File: src/rtl/spi_host_pkg.sv
package spi_host_pkg;
    localparam int WORD_W = 32;
    localparam int LEN_W  = 4;
    localparam int PM_W   = 4;
    localparam int CFG_LO = 16;
    localparam int CFG_W  = 14;

    localparam logic [7:0] OFS_CFG   = 8'h20;
    localparam logic [7:0] OFS_EVENT = 8'h24;
    localparam logic [7:0] OFS_MASK  = 8'h28;
    localparam logic [7:0] OFS_CMD   = 8'h2C;
    localparam logic [7:0] OFS_TX    = 8'h30;
    localparam logic [7:0] OFS_RX    = 8'h34;

    localparam int BIT_EN     = 24;
    localparam int BIT_MASTER = 25;
    localparam int BIT_CPOL   = 29;
    localparam int EV_RXNE    = 9;
    localparam int EV_TXNF    = 8;

    typedef enum logic [1:0] {ST_OFF, ST_IDLE, ST_SHIFT} eng_state_t;

    // field order matches bits 29 down to 16 of the configuration register
    typedef struct packed {
        logic             idle_high;
        logic             late_phase;
        logic             slow;
        logic             msb_first;
        logic             master;
        logic             enable;
        logic [LEN_W-1:0] len_code;
        logic [PM_W-1:0]  pm;
    } cfg_t;
endpackage

File: src/rtl/spi_host_prescale.sv
module spi_host_prescale
    import spi_host_pkg::*;
#(
    parameter int SLOW_DIV = 16
) (
    input  logic            clk,
    input  logic            rst_n,
    input  logic            run,
    input  logic [PM_W-1:0] pm,
    input  logic            slow,
    output logic            tick
);
    localparam int CNT_W = $clog2(2 * (1 << PM_W) * SLOW_DIV);

    logic [CNT_W-1:0] cnt;
    logic [CNT_W-1:0] half_m1;

    always_comb begin
        int unsigned span;
        span = (int'(pm) + 1) * 2;
        if (slow) span = span * SLOW_DIV;
        half_m1 = CNT_W'(span - 1);
    end

    assign tick = run && (cnt == half_m1);

    always_ff @(posedge clk or negedge rst_n) begin
        if (!rst_n)        cnt <= '0;
        else if (!run)     cnt <= '0;
        else if (tick)     cnt <= '0;
        else               cnt <= cnt + 1'b1;
    end
endmodule

File: src/rtl/spi_host_engine.sv
module spi_host_engine
    import spi_host_pkg::*;
(
    input  logic              clk,
    input  logic              rst_n,
    input  logic              enable,
    input  logic              start,
    input  logic              cpol,
    input  logic              cpha,
    input  logic              msb_first,
    input  logic [LEN_W-1:0]  len_code,
    input  logic [WORD_W-1:0] tx_word,
    input  logic              tick,
    input  logic              miso,
    output logic              busy,
    output logic              done,
    output logic              sck,
    output logic              mosi,
    output logic [WORD_W-1:0] rx_word
);
    localparam int IDX_W  = $clog2(WORD_W);
    localparam int EDGE_W = IDX_W + 2;

    eng_state_t        state, state_nx;
    logic [IDX_W:0]    nbits;
    logic [IDX_W-1:0]  top_idx;
    logic [EDGE_W-1:0] edge_cnt;
    logic              sck_ph;
    logic [WORD_W-1:0] tx_sh, rx_sh, rx_upd;
    logic              last_edge, sample_now, shift_now;

    always_comb begin
        nbits = (len_code == '0) ? (IDX_W+1)'(WORD_W) : (IDX_W+1)'(len_code) + 1'b1;
        top_idx = IDX_W'(nbits - 1'b1);
    end

    assign last_edge  = (edge_cnt == ((EDGE_W'(nbits) << 1) - EDGE_W'(1)));
    assign sample_now = tick && (edge_cnt[0] == cpha);
    assign shift_now  = tick && !sample_now && (edge_cnt != '0);
    assign busy       = (state == ST_SHIFT);
    assign done       = busy && enable && tick && last_edge;
    assign sck        = cpol ^ sck_ph;
    assign mosi       = msb_first ? tx_sh[top_idx] : tx_sh[0];

    always_comb begin
        rx_upd = rx_sh;
        if (sample_now) begin
            if (msb_first) begin
                rx_upd = {rx_sh[WORD_W-2:0], miso};
            end else begin
                rx_upd = rx_sh >> 1;
                rx_upd[top_idx] = miso;
            end
        end
    end

    // state register
    always_ff @(posedge clk or negedge rst_n) begin
        if (!rst_n) state <= ST_OFF;
        else        state <= state_nx;
    end

    // transitions: OFF->IDLE, IDLE->SHIFT, SHIFT->IDLE, IDLE/SHIFT->OFF
    always_comb begin
        state_nx = state;
        unique case (state)
            ST_OFF:   if (enable) state_nx = ST_IDLE;
            ST_IDLE:  if (!enable) state_nx = ST_OFF;
                      else if (start) state_nx = ST_SHIFT;
            ST_SHIFT: if (!enable) state_nx = ST_OFF;
                      else if (tick && last_edge) state_nx = ST_IDLE;
            default:  state_nx = ST_OFF;
        endcase
    end

    // datapath and outputs
    always_ff @(posedge clk or negedge rst_n) begin
        if (!rst_n) begin
            sck_ph   <= 1'b0;
            edge_cnt <= '0;
            tx_sh    <= '0;
            rx_sh    <= '0;
            rx_word  <= '0;
        end else begin
            unique case (state)
                ST_SHIFT: begin
                    if (!enable) begin
                        sck_ph   <= 1'b0;
                        edge_cnt <= '0;
                    end else if (tick) begin
                        sck_ph   <= ~sck_ph;
                        edge_cnt <= edge_cnt + 1'b1;
                        rx_sh    <= rx_upd;
                        if (shift_now)
                            tx_sh <= msb_first ? (tx_sh << 1) : (tx_sh >> 1);
                        if (last_edge)
                            rx_word <= rx_upd;
                    end
                end
                ST_IDLE: begin
                    if (enable && start) begin
                        tx_sh    <= tx_word;
                        rx_sh    <= '0;
                        edge_cnt <= '0;
                        sck_ph   <= 1'b0;
                    end
                end
                default: begin
                    sck_ph   <= 1'b0;
                    edge_cnt <= '0;
                end
            endcase
        end
    end
endmodule

File: src/rtl/spi_host_ctrl.sv
module spi_host_ctrl
    import spi_host_pkg::*;
#(
    parameter int ADDR_W   = 8,
    parameter int SLOW_DIV = 16
) (
    input  logic              clk,
    input  logic              rst_n,
    input  logic              bus_sel,
    input  logic              bus_wr,
    input  logic [ADDR_W-1:0] bus_addr,
    input  logic [WORD_W-1:0] bus_wdata,
    output logic [WORD_W-1:0] bus_rdata,
    output logic              irq,
    output logic              sck,
    output logic              mosi,
    input  logic              miso
);
    cfg_t              cfg_q;
    logic              ne_q;
    logic [1:0]        mask_q;
    logic              busy, done, tick;
    logic [WORD_W-1:0] rx_word;
    logic              wr_cfg, wr_event, wr_mask, wr_tx;

    assign wr_cfg   = bus_sel && bus_wr && (bus_addr == ADDR_W'(OFS_CFG));
    assign wr_event = bus_sel && bus_wr && (bus_addr == ADDR_W'(OFS_EVENT));
    assign wr_mask  = bus_sel && bus_wr && (bus_addr == ADDR_W'(OFS_MASK));
    assign wr_tx    = bus_sel && bus_wr && (bus_addr == ADDR_W'(OFS_TX));

    always_ff @(posedge clk or negedge rst_n) begin
        if (!rst_n) begin
            cfg_q  <= '0;
            ne_q   <= 1'b0;
            mask_q <= '0;
        end else begin
            if (wr_cfg)  cfg_q  <= cfg_t'(bus_wdata[CFG_LO+CFG_W-1:CFG_LO]);
            if (wr_mask) mask_q <= bus_wdata[EV_RXNE:EV_TXNF];
            if (done)                             ne_q <= 1'b1;
            else if (wr_event && bus_wdata[EV_RXNE]) ne_q <= 1'b0;
        end
    end

    always_comb begin
        bus_rdata = '0;
        case (bus_addr)
            ADDR_W'(OFS_CFG):   bus_rdata[CFG_LO+CFG_W-1:CFG_LO] = cfg_q;
            ADDR_W'(OFS_EVENT): begin
                bus_rdata[EV_RXNE] = ne_q;
                bus_rdata[EV_TXNF] = !busy;
            end
            ADDR_W'(OFS_MASK):  bus_rdata[EV_RXNE:EV_TXNF] = mask_q;
            ADDR_W'(OFS_RX):    bus_rdata = rx_word;
            default:            bus_rdata = '0;
        endcase
    end

    assign irq = (ne_q && mask_q[1]) || (!busy && mask_q[0]);

    spi_host_prescale #(.SLOW_DIV(SLOW_DIV)) u_presc (
        .clk   (clk),
        .rst_n (rst_n),
        .run   (busy),
        .pm    (cfg_q.pm),
        .slow  (cfg_q.slow),
        .tick  (tick)
    );

    spi_host_engine u_eng (
        .clk       (clk),
        .rst_n     (rst_n),
        .enable    (cfg_q.enable),
        .start     (wr_tx && cfg_q.master),
        .cpol      (cfg_q.idle_high),
        .cpha      (cfg_q.late_phase),
        .msb_first (cfg_q.msb_first),
        .len_code  (cfg_q.len_code),
        .tx_word   (bus_wdata),
        .tick      (tick),
        .miso      (miso),
        .busy      (busy),
        .done      (done),
        .sck       (sck),
        .mosi      (mosi),
        .rx_word   (rx_word)
    );
endmodule

File: config.mk
export PLATFORM = sky130hd
export DESIGN_NAME = spi_host_ctrl
export DESIGN_NICKNAME = d
export VERILOG_FILES = /design/src/rtl/spi_host_pkg.sv /design/src/rtl/spi_host_prescale.sv /design/src/rtl/spi_host_engine.sv /design/src/rtl/spi_host_ctrl.sv
export SDC_FILE = /design/constraint.sdc
export NUM_CORES = 1
export LEC_CHECK = 0
export BUFFER_PORTS_ARGS = -buffer_cell sky130_fd_sc_hd__buf_2
export CAP_MARGIN = 5
export CORE_ASPECT_RATIO = 0.8
export CORE_MARGIN = 3
export CORE_UTILIZATION = 25
export CTS_BUF_LIST = sky130_fd_sc_hd__clkbuf_4 sky130_fd_sc_hd__clkbuf_8 sky130_fd_sc_hd__clkbuf_16
export DETAILED_ROUTE_END_ITERATION = 8
export PLACE_DENSITY = 0.41
export SLEW_MARGIN = 20
export SYNTH_ARGS = -nofsm -noshare
export SYNTH_HDL_FRONTEND = slang
export SYNTH_SLANG_ARGS = --single-unit
File: constraint.sdc
create_clock -name clk -period 5.5 [get_ports clk]
set_clock_uncertainty 0.05 [all_clocks]
set_input_delay 0.55 -clock clk [delete_from_list [all_inputs] [get_ports clk]]
set_output_delay 0.55 -clock clk [all_outputs]
set_load 0.005 [all_outputs]
==> results.yml, run 1 <==
clock_tree:
  cts.sinks: 132
  cts_resized: 0
  cts_buffers: 17
  clockBufferDepth: 2
  insertion_delay_ns: 0.43
  cts_tree: "yes"
  clk_pin_slew_ns: 0.07
  htreeDepth: 4
  cts.root.buffer_cell: "clkbuf_16"
  cts_setup_buffers: 0
  holdBufCountCts: 0
global_route:
  grt_overflow: 0
  grt_max_degree: 69
  grt_usage_pct: 14.3
  grt_pass1_wl_um: 42100
  grt_pass1_vias: 6774
  antenna_found_initial: 2
worst_setup_path:
  worstSetupStartpointType: "flop"
  cp_top_family: "compound AO/OA/AOI/OAI gates"
  worstPathRequired_ns: 4.90
  path_class: "reg2out"
  cpPeakStageDelay_ns: 0.68
  critPathSlowestCell: "a21boi_1"
  ff2ff_setup_slack_ns: 1.10
  path_buf_inv: 3
  worstSetupEndpointType: "primary output"
  crit_arrival_ns: 4.06
  worstPathMaxFanout: 10
  rr_worst_depth: 14
  r2r_start: "cfg_q[4]"
  cp_cell_sequence: "inv_1, ha_1, nor3b_1, nor2_1, inv_1, ha_1, nand4b_1, a21boi_1, mux2i_1, o21ai_0, o21ai_0, a31oi_1, buf_2"
  r2r_end: "u_eng.rx_word[25]"
floorplanning:
  io-pin-count: 80
  placementRows: 60
  die_area_um2: 37300
  core_um2: 34100
  die_y_um: 173
  initial_core_util_pct: 25.7
  dieWidth_um: 215
logic_synthesis:
  synth-seq-cells: 132
  synth_cell_types: 78
  avgSynthCellArea_um2: 10.0
  yosys-top-cells-area: "dfrtp_1, mux2_1, mux2i_1"
  synth_nets: 927
  synth_top_cell_by_area: "dfrtp_1"
  synth_top_area_share_pct: 37.8
  syn-cell-area_um2: 8750
  ys_seq_area_share_pct: 37.8
  postSynth.asyncResetShare_pct: 100
  ys_warn_count: 0
  synth_top_flop_cell: "dfrtp_1"
  synth_enable_flop_cells: 0
  synthTopCellsByCount: "dfrtp_1, mux2_1, nand2_1"
  synthMostInstantiatedCell: "dfrtp_1"
  syn-instance-count: 871
pwr:
  pwr-share-clk_pct: 50.5
  ir_drop_v: 0.000238
  p_switching_w: 0.000677
  p_leak_nw: 4.67
  power_switching_share_pct: 26.3
  p_seq_share_pct: 38.4
  comb_power_share_pct: 11.1
  power.density_nw_per_um2: 252
  p_int_w: 0.00190
min_path:
  hold_path_class: "in2async"
run_status:
  status: "finished, final reports clean"
placement:
  portBuffers: 79
  gp_congestion: 0.791
  dp_cells: 1368
  dpl.hpwl_um: 18300
route:
  wl_met3_um: 891
  num_vias: 6814
  viasPerCell: 4.86
  drtIter0Drc: 432
  dr_wl_met2_um: 11000
  drtPass1Iterations: 5
  wirelength_um: 26500
  routed.top_layer: "met5"
  wire_per_inst_um: 18.9
  drc: 0
  ant_nets: 0
  wl_met1_um: 14300
timing:
  slew_violations: 0
  maxClockFrequency_ghz: 0.215
  slew_headroom_pct: 29.2
  hold_viol_final: 0
  rsz0062_at_grt: "no"
  period_needed_ns: 4.66
  setup_violations: 0
  worst_pin_slew_ns: 1.06
  setup_tns_ns: 0
  finalCritPeriodShare_pct: 84.7
finish:
  drive_gt1_share_pct: 20.3
  stdcell_count: 1401
  syn_to_final_growth_pct: 17.0
  nNetsFinal: 978
flow_run:
  drv_cap: 0
## cell families after synthesis
kind of cell,share of synthesized area [%]
fa+ha+maj,1.57
compound gates,16.2
simple gates,15.5
xor+xnor,2.89
flops,37.8
buf+inv,4.55
mux,21.6
## registers in the layout (all words and copies together) (netlist names)
signal          flops
u_eng.edge_cnt      7
u_eng.rx_sh        32
u_eng.sck_ph        1
mask_q              2
u_eng.tx_sh        32
ne_q                1
u_presc.cnt         9
u_eng.state         2
cfg_q              14
u_eng.rx_word      32
## routing by layer
metal  track usage [%]  vias to the layer above
met4              3.52                        2
met2              20.4                      118
met5                 0                        -
met3              2.73                       21
met1              22.0                     3393
li1                  -                     3280
## stage by stage
stage,setup WS (ns),total power (W),instance area [um^2],hold WS (ns),utilization [%]
6_report,0.843,0.00258,10200,0.0983,30.0
3_5_place_dp,1.18,0.00129,9570,0.424,28.1
4_1_cts,0.880,0.00261,10200,0.0935,30.0
2_1_floorplan,1.50,0.00117,8750,0.204,-
5_1_grt,0.471,0.00267,10200,0.133,30.0
3_3_place_gp,0.861,0.00129,9550,0.417,28.0
## power by group through the flow
stage / logic, W / registers, W / clock network (W)
after global placement: 0.000281 / 0.00101 / 0
after floorplan: 0.000175 / 0.000997 / 0
after global routing: 0.000312 / 0.000991 / 0.00137
after CTS: 0.000287 / 0.000990 / 0.00133
after detailed placement: 0.000286 / 0.00101 / 0
final: 0.000286 / 0.000990 / 0.00130
## worst register-to-register path: cells and delay by family (launching register included)
kind,cells,cell delay (ns)
DFF,1,0.48
adders and majority gates,2,0.69
AOI/OAI and AO/OA,2,0.98
muxes,2,0.60
and+or+nand+nor,5,0.96
buffers and inverters,3,0.52
## worst max-delay path by stage
stage | end | depth (start not counted) | start
after global placement | mosi | 12 | cfg_q[4]
after CTS | mosi | 13 | cfg_q[4]
after detailed placement | u_eng.rx_word[25] | 14 | cfg_q[4]
final | mosi | 13 | cfg_q[4]
after global routing | mosi | 13 | cfg_q[4]
after floorplan | u_eng.rx_word[0] | 15 | cfg_q[4]
## cells in the final DEF (no fill, tap or decap), types with 3 or more instances in the layout
master       n
a211o_1     13
a21o_1       3
a21oi_1     26
a221o_1      4
a22o_1      47
a31oi_1      6
and2_1      19
and3_1      11
buf_2       78
buf_4       15
bufinv_16    5
clkbuf_16   17
dfrtp_1    131
ha_1        11
inv_1       18
mux2_1      79
mux2_2      29
mux2i_1     49
mux4_2       8
nand2_1     76
nand2b_1    20
nand3_1     20
nand3b_1     4
nand4_1     11
nand4b_1     3
nor2_1      47
nor2b_1     10
nor3_1       6
nor3b_1      8
nor4_1       3
o21a_1       3
o21ai_0     61
o21ai_1      3
xnor2_1     15
xor2_1      11
## cell type report
| class | count | area [um^2] |
|---|---|---|
| Antenna cell | 1 | 2.50 |
| Clock buffer | 20 | 460 |
| Clock inverter | 12 | 201 |
| Fill cell | 3601 | 23800 |
| Inverter | 18 | 67.6 |
| Multi-Input combinational cell | 658 | 5090 |
| Sequential cell | 132 | 3310 |
| Tap cell | 465 | 582 |
| Timing Repair Buffer | 95 | 526 |
Note: power is estimated with default switching activity, not from simulation.
==> run 2: changes to the inputs <==
--- a/config.mk
+++ b/config.mk
@@ -12,7 +12,7 @@
 export CORE_UTILIZATION = 25
 export CTS_BUF_LIST = sky130_fd_sc_hd__clkbuf_4 sky130_fd_sc_hd__clkbuf_8 sky130_fd_sc_hd__clkbuf_16
 export DETAILED_ROUTE_END_ITERATION = 8
-export PLACE_DENSITY = 0.41
+export PLACE_DENSITY = 0.43
 export SLEW_MARGIN = 20
 export SYNTH_ARGS = -nofsm -noshare
 export SYNTH_HDL_FRONTEND = slang
==> constraint.sdc (replaced) <==
create_clock -name clk -period 4 [get_ports clk]
set_clock_uncertainty 0.05 [all_clocks]
set_input_delay 0.4 -clock clk [delete_from_list [all_inputs] [get_ports clk]]
set_output_delay 0.4 -clock clk [all_outputs]
set_load 0.005 [all_outputs]
==> run 2 against run 1 <==
  * Clock power rose by 41%
  * Critical path type unchanged
  * First-iteration DRC count fell by 17%
  * Hold slack improved by 0.095 ns
  * Worst setup slack got worse by 0.56 ns
  * Die area did not move
  * Register-to-register slack got worse by 0.65 ns
  * Critical path depth rose by 1
==> results.yml, run 2 (same netlist as run 1, synthesis figures left out) <==
run_status:
  status: "finished, final reports clean"
timing:
  finalCritPeriodShare_pct: 93.0
  setup_violations: 0
  slew_headroom_pct: 30.3
  hold_viol_final: 0
  layout_setup_ws_ns: 0.280
  slew_violations: 0
  period_needed_ns: 3.72
  setup_tns_ns: 0
  worst_pin_slew_ns: 1.04
  maxClockFrequency_ghz: 0.269
  rsz0062_at_grt: "no"
finish:
  syn_to_final_growth_pct: 18.9
  top_regs: "u_eng.rx_sh: 32 flops, u_eng.rx_word: 32 flops, u_eng.tx_sh: 32 flops"
  n_antenna_cell: 0
  mostFrequentLayoutCell: "dfrtp_1"
  drive_gt1_share_pct: 21.6
  nNetsFinal: 992
  layout_common_cells: "dfrtp_1, mux2_1, buf_2"
worst_setup_path:
  crit_arrival_ns: 3.27
  r2r_end: "u_eng.rx_sh[16]"
  worstPathMaxFanout: 10
  critPathSlowestCell: "dfrtp_1"
  ff2ff_setup_slack_ns: 0.45
  worstSetupStartpointType: "flop"
  rr_worst_depth: 11
  worstPathRequired_ns: 3.55
  r2r_start: "cfg_q[0]"
  path_class: "reg2out"
  worstSetupEndpointType: "primary output"
  cp_cell_sequence: "inv_1, ha_1, nor3b_2, nor2_1, inv_1, ha_1, buf_4, xor2_2, buf_4, a31oi_1, o21ai_0, o21ai_0, a31oi_1, buf_2"
  cpPeakStageDelay_ns: 0.37
clock_tree:
  cts.root.buffer_cell: "clkbuf_16"
  cts.sinks: 132
  cts_setup_buffers: 0
  clockBufferDepth: 2
  htreeDepth: 4
  clk_pin_slew_ns: 0.06
  insertion_delay_ns: 0.42
  cts_buffers: 17
  cts_tree: "yes"
global_route:
  grt_usage_pct: 14.1
  grt_pass1_wl_um: 41800
  grt_max_degree: 76
  antenna_found_initial: 0
  grt_overflow: 0
  grt_pass1_vias: 6915
floorplanning:
  die_y_um: 173
  core_um2: 34100
  dieWidth_um: 215
  die_area_um2: 37300
  io-pin-count: 80
  placementRows: 60
  initial_core_util_pct: 25.7
route:
  wire_per_inst_um: 18.5
  ant_nets: 0
  drtPass1Iterations: 5
  drc: 0
  wirelength_um: 26100
  drtIter0Drc: 357
  num_vias: 6906
  viasPerCell: 4.88
placement:
  portBuffers: 79
  dp_slack_ns: 0.428
  dpl.hpwl_um: 18600
  gp_congestion: 0.787
pwr:
  power.density_nw_per_um2: 345
  p_leak_nw: 4.75
  ir_drop_v: 0.000310
min_path:
  holdPathStages: 2
  hold_path_class: "in2reg"
  min-delay-start: "bus_wdata[18]"
  whs_endpoint: "cfg_q[2]"
flow_run:
  drv_cap: 0
## run 2: what timing repair did
| action | 4_1_cts | 5_1_grt |
|---|---|---|
| gates resized for setup | 0 | 3 |
| endpoints found under the hold margin | 6 | 0 |
| hold buffers | 1 | 0 |
| endpoints found under the setup margin | 0 | 1 |
## run 2: worst max-delay path by stage
stage / from / endpoint / slack (ns) / depth (start not counted)
finish: cfg_q[4] / mosi / 0.28 / 14
global route: cfg_q[4] / mosi / 0.04 / 14
CTS: cfg_q[4] / mosi / 0.05 / 14
detailed placement: cfg_q[0] / u_eng.rx_sh[20] / 0.43 / 11
global placement: cfg_q[0] / u_eng.rx_sh[1] / 0.42 / 11
floorplan: cfg_q[4] / u_eng.rx_word[0] / 0.002 / 15
## run 2: worst max-delay path: cells and delay by family, from the launching register on
kind | cells | cell delay [ns]
AO/OA/AOI/OAI | 4 | 0.62
XOR/XNOR | 1 | 0.28
adder cells (fa/ha/maj) | 2 | 0.44
buffers and inverters | 5 | 0.79
flip-flops | 1 | 0.37
AND/OR/NAND/NOR | 2 | 0.33
## run 2: final cells by class
type | count | area, um^2
Clock buffer | 19 | 453
Clock inverter | 13 | 229
Fill cell | 3622 | 23700
Inverter | 18 | 67.6
Multi-Input combinational cell | 658 | 5100
Sequential cell | 132 | 3310
Tap cell | 465 | 582
Timing Repair Buffer | 109 | 667
## run 2: through the flow
stage               power, W  hold slack, ns  area [um^2]  util (%)  instances
floorplan            0.00161          0.0544         8750         -        871
global placement     0.00179           0.419         9700      28.5       1381
detailed placement   0.00179           0.427         9700      28.5       1381
CTS                  0.00364           0.174        10400      30.5       1414
global route         0.00375           0.182        10400      30.5       1414
finish               0.00359           0.193        10400      30.5       1414
## run 2: where the power goes
part / switching [W] / internal (W) / total (W) / leakage, nW
clock: 0.000627 / 0.00120 / 0.00183 / 0.321
sequential: 0.0000125 / 0.00134 / 0.00135 / 1.81
combinational: 0.000273 / 0.000140 / 0.000414 / 2.62
## run 2: layer usage
metal  track usage (%)  vias to the layer above  share of wire (%)
met1              21.7                     3451                 52
met4              3.14                        0                1.0
li1                  -                     3316                  -
met2              20.6                      124                 44
met3              2.40                       15                3.2
met5                 0                        -                  0
==> run 3: changes to the inputs <==
--- a/config.mk
+++ b/config.mk
@@ -10,7 +10,7 @@
 export CORE_ASPECT_RATIO = 0.8
 export CORE_MARGIN = 3
 export CORE_UTILIZATION = 25
-export CTS_BUF_LIST = sky130_fd_sc_hd__clkbuf_4 sky130_fd_sc_hd__clkbuf_8 sky130_fd_sc_hd__clkbuf_16
+export CTS_BUF_LIST = sky130_fd_sc_hd__clkbuf_8
 export DETAILED_ROUTE_END_ITERATION = 8
 export PLACE_DENSITY = 0.43
 export SLEW_MARGIN = 20
==> constraint.sdc (replaced) <==
create_clock -name clk -period 4 [get_ports clk]
set_clock_uncertainty 0.05 [all_clocks]
set_input_delay 0.8 -clock clk [delete_from_list [all_inputs] [get_ports clk]]
set_output_delay 0.8 -clock clk [all_outputs]
set_load 0.005 [all_outputs]
==> run 3 against run 2 <==
  * Hold slack gained 0.077 ns
  * Total power shrank 15%
  * Sequential power is essentially flat
  * Largest power group is now sequential cells
  * Highest routed layer unchanged
==> results.yml, run 3 (same netlist as run 1, synthesis figures left out) <==
flow_run:
  drv_cap: 0
timing:
  maxClockFrequency_ghz: 0.263
  slew_violations: 0
  hold_viol_final: 0
  setup_tns_ns: 0
  period_needed_ns: 3.81
  setup_violations: 0
  worst_pin_slew_ns: 1.03
  finalCritPeriodShare_pct: 95.2
  slew_headroom_pct: 31.1
worst_setup_path:
  critPathLaunch: "cfg_q[4]"
  worstPathMaxFanout: 6
  worstSetupStartpointType: "flop"
  worstSetupEndpointType: "primary output"
  path_buf_inv: 4
  ff2ff_setup_slack_ns: 0.41
  r2r_start: "cfg_q[0]"
  path_class: "reg2out"
  critPathSlowestCell: "dfrtp_1"
  worstPathRequired_ns: 3.15
  cp_top_family: "simple AND/OR/NAND/NOR gates"
  cp_cell_sequence: "inv_1, ha_1, nor3b_4, nor2_1, inv_1, ha_4, nand4b_1, a21boi_4, buf_4, nor3b_1, o21ai_0, a31oi_1, buf_2"
  cpPeakStageDelay_ns: 0.35
  crit_arrival_ns: 2.96
  r2r_end: "u_eng.rx_sh[5]"
  rr_worst_depth: 11
  crit_top_cell: "inv_1"
route:
  wire_per_inst_um: 18.4
  wirelength_um: 26100
  drc: 0
  drtPass1Iterations: 5
  viasPerCell: 4.84
  ant_nets: 0
  num_vias: 6894
  drtIter0Drc: 426
finish:
  n_antenna_cell: 0
  mostFrequentLayoutCell: "dfrtp_1"
  drive_gt1_share_pct: 22.8
  fill_cells: 3612
  multi_input_area_um2: 5160
  seqCellArea_um2: 3310
  finish.utilization_pct: 30.2
  syn_to_final_growth_pct: 17.6
  nNetsFinal: 1002
  layout_common_cells: "dfrtp_1, mux2_1, buf_2"
  top_regs: "u_eng.rx_sh: 32 flops, u_eng.rx_word: 32 flops, u_eng.tx_sh: 32 flops"
pwr:
  ir_drop_v: 0.000191
  power.density_nw_per_um2: 297
  p_leak_nw: 4.69
global_route:
  grt_pass1_wl_um: 42100
  antenna_found_initial: 0
  grt_overflow: 0
  grt_pass1_vias: 7053
  grt_max_degree: 72
  grt_usage_pct: 14.2
placement:
  dpl.hpwl_um: 18600
  portBuffers: 79
  gp_congestion: 0.806
run_status:
  status: "finished, final reports clean"
clock_tree:
  cts.sinks: 132
  insertion_delay_ns: 0.46
  clk_pin_slew_ns: 0.08
  cts_tree: "yes"
  cts_buffers: 17
  clockBufferDepth: 2
  htreeDepth: 4
  cts.root.buffer_cell: "clkbuf_8"
floorplanning:
  core_um2: 34100
  initial_core_util_pct: 25.7
  placementRows: 60
  dieWidth_um: 215
  die_y_um: 173
  io-pin-count: 80
  die_area_um2: 37300
min_path:
  hold_path_class: "in2async"
run 3: layout make-up:
cell class                      count  share of cell area [%]
Timing Repair Buffer              119                    7.19
Multi-Input combinational cell    658                    50.2
Clock buffer                       20                    2.68
Clock inverter                     12                    1.50
Sequential cell                   132                    32.1
Inverter                           18                   0.657
Tap cell                          465                    5.65
run 3: worst max path at each step:
stage,depth (start not counted),end,slack [ns]
floorplan,15,mosi,0.11
global placement,10,u_eng.rx_sh[4],0.38
detailed placement,13,u_eng.rx_word[29],0.29
CTS,10,mosi,0.07
global route,13,mosi,-0.03
finish,13,mosi,0.19
run 3: worst reg2reg max path: stages (launching register included):
cell and delay, ns:
dfrtp_1 0.38, buf_4 0.20, or2_2 0.29, ha_1 0.24, xnor2_1 0.14, xnor2_1 0.17, nor4_4 0.35, o2111ai_4 0.25
nor4b_4 0.36, buf_12 0.27, o211ai_4 0.37, a22o_1 0.41
run 3: power by group:
part / leakage [nW] / switching [W] / internal [W]
sequential: 1.81 / 0.0000118 / 0.00134
combinational: 2.68 / 0.000281 / 0.000176
clock: 0.199 / 0.000581 / 0.000664
total: 4.69 / 0.000874 / 0.00218
run 3: metrics by stage:
stage,setup slack [ns],area [um^2],power (W),instances,hold slack (ns)
after floorplan,0.114,8750,0.00161,871,0.406
after CTS,0.0650,10200,0.00306,1414,0.290
after detailed placement,0.294,9680,0.00178,1380,0.432
after global placement,0.385,9680,0.00178,1380,0.423
final,0.194,10300,0.00305,1424,0.271
after global routing,-0.0298,10300,0.00320,1424,0.298
run 3: timing repair:
item | in CTS | in global routing
pin swaps | 0 | 4
hold buffers | 0 | 0
resized for setup | 7 | 4
gates cloned | 0 | 0
setup buffers | 2 | 10
endpoints found under the setup margin | 1 | 1
run 3: routing by layer:
| metal | up-vias | wire, um | GRT usage [%] |
|---|---|---|---|
| met1 | 3422 | 13400 | 21.0 |
| met5 | - | 0 | 0 |
| met3 | 17 | 983 | 2.86 |
| met4 | 0 | 313 | 3.33 |
| li1 | 3321 | - | - |
| met2 | 134 | 11500 | 21.2 |
